**src/rtl/trace_pkg.sv**
```systemverilog
package trace_pkg;

  typedef enum logic [1:0] {
    ST_IDLE = 2'b00,
    ST_SEQ  = 2'b01,
    ST_TGT  = 2'b10,
    ST_TRIG = 2'b11
  } tstat_e;

  // Completion codes win over the trigger marker, which waits for an idle slot.
  function automatic tstat_e pick_status(logic ret, logic redir, logic trg_any);
    if (ret && redir)  return ST_TGT;
    else if (ret)      return ST_SEQ;
    else if (trg_any)  return ST_TRIG;
    else               return ST_IDLE;
  endfunction

  function automatic int unsigned slot_count(int unsigned aw, int unsigned lw);
    return (aw + lw - 1) / lw;
  endfunction

endpackage

```
**src/rtl/trace_status_unit.sv**
```systemverilog
module trace_status_unit
  import trace_pkg::*;
(
  input  logic       clk,
  input  logic       rst_n,
  input  logic       en,
  input  logic       retire,
  input  logic       redirect,
  input  logic       trig,
  output logic [1:0] stat_q,
  output logic       trig_pend
);

  tstat_e code_d;

  always_comb begin
    code_d = pick_status(retire, redirect, trig | trig_pend);
  end

  always_ff @(posedge clk or negedge rst_n) begin
    if (!rst_n) begin
      stat_q    <= 2'b00;
      trig_pend <= 1'b0;
    end else if (!en) begin
      stat_q    <= 2'b00;
      trig_pend <= 1'b0;
    end else begin
      stat_q    <= code_d;
      trig_pend <= (code_d == ST_TRIG) ? 1'b0 : (trig_pend | trig);
    end
  end

endmodule

```
**src/rtl/trace_addr_serializer.sv**
```systemverilog
module trace_addr_serializer #(
  parameter int ADDR_W = 32,
  parameter int LANE_W = 5
) (
  input  logic              clk,
  input  logic              rst_n,
  input  logic              en,
  input  logic              start,
  input  logic [ADDR_W-1:0] addr,
  input  logic              ovf_clr,
  output logic [LANE_W-1:0] lane_q,
  output logic              ovf_q,
  output logic              restart_hit
);

  localparam int NSLOTS = trace_pkg::slot_count(ADDR_W, LANE_W);
  localparam int SH_W   = NSLOTS * LANE_W;
  localparam int PAD    = SH_W - ADDR_W;
  localparam int CNT_W  = $clog2(NSLOTS + 1);
  localparam logic [CNT_W-1:0] LAST = CNT_W'(NSLOTS - 1);

  logic [SH_W-1:0]  sh_q;
  logic [SH_W-1:0]  padded;
  logic [CNT_W-1:0] rem_q;

  assign padded      = SH_W'(addr) << PAD;
  assign restart_hit = en && start && (rem_q != '0);

  always_ff @(posedge clk or negedge rst_n) begin
    if (!rst_n) begin
      lane_q <= '0;
      sh_q   <= '0;
      rem_q  <= '0;
    end else if (!en) begin
      lane_q <= '0;
      sh_q   <= '0;
      rem_q  <= '0;
    end else if (start) begin
      lane_q <= padded[SH_W-1 -: LANE_W];
      sh_q   <= padded << LANE_W;
      rem_q  <= LAST;
    end else if (rem_q != '0) begin
      lane_q <= sh_q[SH_W-1 -: LANE_W];
      sh_q   <= sh_q << LANE_W;
      rem_q  <= rem_q - 1'b1;
    end else begin
      lane_q <= '0;
    end
  end

  always_ff @(posedge clk or negedge rst_n) begin
    if (!rst_n)           ovf_q <= 1'b0;
    else if (restart_hit) ovf_q <= 1'b1;
    else if (ovf_clr)     ovf_q <= 1'b0;
  end

endmodule

```
**src/rtl/trace_port_enc.sv**
```systemverilog
module trace_port_enc #(
  parameter int ADDR_W = 32,
  parameter int LANE_W = 5,
  parameter int STAT_W = 2,
  localparam int DATA_W = STAT_W + LANE_W
) (
  input  logic              clk,
  input  logic              rst_n,
  input  logic              trace_en,
  input  logic              retire,
  input  logic              redirect,
  input  logic [ADDR_W-1:0] redirect_addr,
  input  logic              trig,
  input  logic              ovf_clr,
  output logic              tp_clk,
  output logic [DATA_W-1:0] tp_data,
  output logic              ovf_flag
);

  logic [STAT_W-1:0] stat_q;
  logic [LANE_W-1:0] lane_q;
  logic              trig_pend;
  logic              restart_hit;
  logic              tgt_start;

  assign tp_clk    = clk;
  assign tgt_start = retire & redirect;

  trace_status_unit u_stat (
    .clk       (clk),
    .rst_n     (rst_n),
    .en        (trace_en),
    .retire    (retire),
    .redirect  (redirect),
    .trig      (trig),
    .stat_q    (stat_q),
    .trig_pend (trig_pend)
  );

  trace_addr_serializer #(.ADDR_W(ADDR_W), .LANE_W(LANE_W)) u_ser (
    .clk         (clk),
    .rst_n       (rst_n),
    .en          (trace_en),
    .start       (tgt_start),
    .addr        (redirect_addr),
    .ovf_clr     (ovf_clr),
    .lane_q      (lane_q),
    .ovf_q       (ovf_flag),
    .restart_hit (restart_hit)
  );

  assign tp_data = {stat_q, lane_q};

endmodule

```
**config.mk**
```make
export PLATFORM = sky130hd
export DESIGN_NAME = trace_port_enc
export DESIGN_NICKNAME = d
export VERILOG_FILES = /design/src/rtl/trace_pkg.sv /design/src/rtl/trace_status_unit.sv /design/src/rtl/trace_addr_serializer.sv /design/src/rtl/trace_port_enc.sv
export SDC_FILE = /design/constraint.sdc
export NUM_CORES = 1
export LEC_CHECK = 0
export ABC_AREA = 1
export ABC_CLOCK_PERIOD_IN_PS = 3400
export BUFFER_PORTS_ARGS = -buffer_cell sky130_fd_sc_hd__buf_2
export CAP_MARGIN = 20
export CORE_MARGIN = 2
export CORE_UTILIZATION = 57
export DETAILED_ROUTE_END_ITERATION = 8
export MAX_ROUTING_LAYER = met4
export PLACE_DENSITY = 0.85
export SETUP_SLACK_MARGIN = 0.5
export SYNTH_ARGS = -nofsm -noshare
export SYNTH_HDL_FRONTEND = slang
export SYNTH_SLANG_ARGS = --single-unit
```
**constraint.sdc**
```tcl
create_clock -name clk -period 3.4 [get_ports clk]
set_input_delay 0.68 -clock clk [delete_from_list [all_inputs] [get_ports clk]]
set_output_delay 0.68 -clock clk [all_outputs]
set_load 0.01 [all_outputs]
```
==> results_dict.tcl <==
set metrics [dict create \
    outcome "finished, final reports clean" \
    synth_most_common_cell "nand2_1" \
    synth_simple_gate_area_frac 0.392 \
    cp_cell_sequence "clkbuf_4, clkbuf_4, buf_2" \
    crit_path_end "tp_clk" \
    n_antenna_cell 0 \
    slowest_stage "buf_2" \
    max_slew_margin 0.432 \
    synth_ff_type "dfrtp_1" \
    post_cts_buffers 0 \
    path_common_cell "clkbuf_4" \
    coreArea_um2 3340 \
    p_per_area_nw_per_um2 509 \
    yosys_warnings 0 \
    ctsHoldBuffers 0 \
    setup_violations 0 \
    finalNonFillerCells 340 \
    grt_start_max_net_pins 40 \
    cp-start-kind "clock port" \
    max_slew.worst_pin.slew_ns 0.852 \
    synth-adder-area-share 0.0126 \
    yosysTopAreaCell "dfrtp_1" \
    synthTopCellsByArea "dfrtp_1 (49%), nand2_1 (22%), nand4_1 (7.3%)" \
    die_height_um 63.0 \
    drive_gt1_frac 0.214 \
    finalWirelength_um 4220 \
    crit_type "clock port to output pin" \
    drtIter0Drc 108 \
    worstSetupEndpointType "output pin" \
    crit_family "buffers and inverters" \
    final_nets 334 \
    antenna_found_initial 0 \
    synth-compound-area-share 0.0296 \
    grtUsageTotal 0.249 \
    critPathArrivalTime_ns 2.06 \
    synth-edff-count 0 \
    syn_area_per_cell_um2 7.84 \
    cts_tree "done" \
    finalSetupTns_ns 0 \
    wl_per_cell_um 12.4 \
    placed_area_um2 2170 \
    rsz0062_at_grt "false" \
    async_reset_ff_frac 1.00 \
    peakVddDrop_mv 0.267 \
    synth_area_um2 1980 \
    drt-pass1-iter-count 4 \
    overflow 0 \
    clock_latency_ns 0.46 \
    synth_mux_area_frac 0 \
    port_buffers 47 \
    r2r_cells 7 \
    required_ns 2.72 \
    clk_pin_slew_worst_paths_ns 0.12 \
    place_inst 329 \
    num_rows 21 \
    post_cts_resized 0 \
    synth_common_cells "nand2_1 (118), dfrtp_1 (39), nand4_1 (23), nand3_1 (22), inv_1 (9)" \
    holdWs_ns 0.307 \
    path_depth 3 \
    r2r_start "u_ser.rem_q[0]" \
    hpwl_um 2800 \
    grt_pass1_vias 1649 \
    r2r-end "u_ser.sh_q[26]" \
    syn_nets 294 \
    cellLeakagePower_nw 1.31 \
    clock_skew_ns 0.00834 \
    synth-xor-area-share 0 \
    maxCapViolCount 0 \
    die_w_um 63.0 \
    antenna_left 0 \
    ys_seq_area_frac 0.492 \
    drc 0 \
    yosysUniqueCellTypes 19 \
    synth_top_area_share 0.492 \
    grt_pass1_wl_um 7290 \
    syn_inst 253 \
    crit_path_start "clk" \
    crit_buf_inv 3 \
    fin_area_um2 2250 \
    hold_class "input pin to async pin" \
    synth_top_family_by_area "simple AND/OR/NAND/NOR gates" \
    dieArea_um2 3970 \
    io_pins 48 \
    ys_ff_latch 39 \
    r2r_slack_ns 1.68 \
    viasPerCell 5.19 \
    maxSlewViolCount 0 \
    crit_path_max_incr_delay_ns 0.13 \
    start_util 0.595 \
    finalHoldViolations 0 \
    gp_congestion 0.801 \
    syn_to_final_growth_pct 13.2 \
    num_vias 1764 \
    crit_fanout 2 \
]
-- power breakdown --
part / internal, W / switching, W / total (W)
clock: 0.000124 / 0.000175 / 0.000299
combinational: 0.0000903 / 0.000200 / 0.000291
sequential: 0.000523 / 0.0000300 / 0.000553
-- metrics by stage --
stage          utilization  total power (W)  setup slack, ns
2_1_floorplan            -         0.000805            0.901
3_3_place_gp         0.651         0.000860            0.905
3_5_place_dp         0.651         0.000870            0.905
6_report             0.673          0.00114            0.664
5_1_grt              0.673          0.00123            0.654
4_1_cts              0.673          0.00115            0.654
-- cell type report --
type                       instances  area, um^2
tap                               46        57.6
clock buffer                       9        65.1
sequential                        39         976
multi-input combinational        187         861
timing repair buffer              47         238
inverter                           9        33.8
fill                             306        1090
clock inverter                     3        15.0
-- placed cells by master, fill, tap and decap left out --
master,n
clkinv_2,3
o31ai_1,1
o22ai_1,1
nor3_1,1
nor2_1,6
nand4_1,23
nand2_1,118
nand3_2,1
clkbuf_4,8
dfrtp_1,39
ha_1,2
nand3_1,22
a21oi_1,2
o21ai_0,7
buf_2,47
nand2_4,2
buf_4,1
inv_1,9
nor2_8,1
-- logic make-up after synthesis --
family	count (synthesis)
AND/OR/NAND/NOR	174
adder cells (fa/ha/maj)	2
flip-flops	39
buffers and inverters	27
AO/OA/AOI/OAI	11
-- routing by layer --
metal	up-vias	global-route usage	part of all wire
met5	-	-	0
li1	902	-	-
met2	68	0.368	0.49
met1	785	0.310	0.43
met3	9	0.0667	0.062
met4	0	0.139	0.014
-- registers in the layout, indices dropped and copies added, names as in the netlist --
name and flops:
u_ser.rem_q 3, u_ser.ovf_q 1, u_ser.sh_q 27, u_stat.stat_q 2, u_ser.lane_q 5, u_stat.trig_pend 1
-- how the worst min path moves through the flow --
stage                             endpoint
after floorplan            u_ser.lane_q[0]
after global placement       u_ser.sh_q[9]
after detailed placement    u_ser.sh_q[10]
after CTS                   u_ser.sh_q[11]
after global routing      u_stat.stat_q[1]
final                       u_ser.rem_q[2]
(Power assumes the default switching activity.)
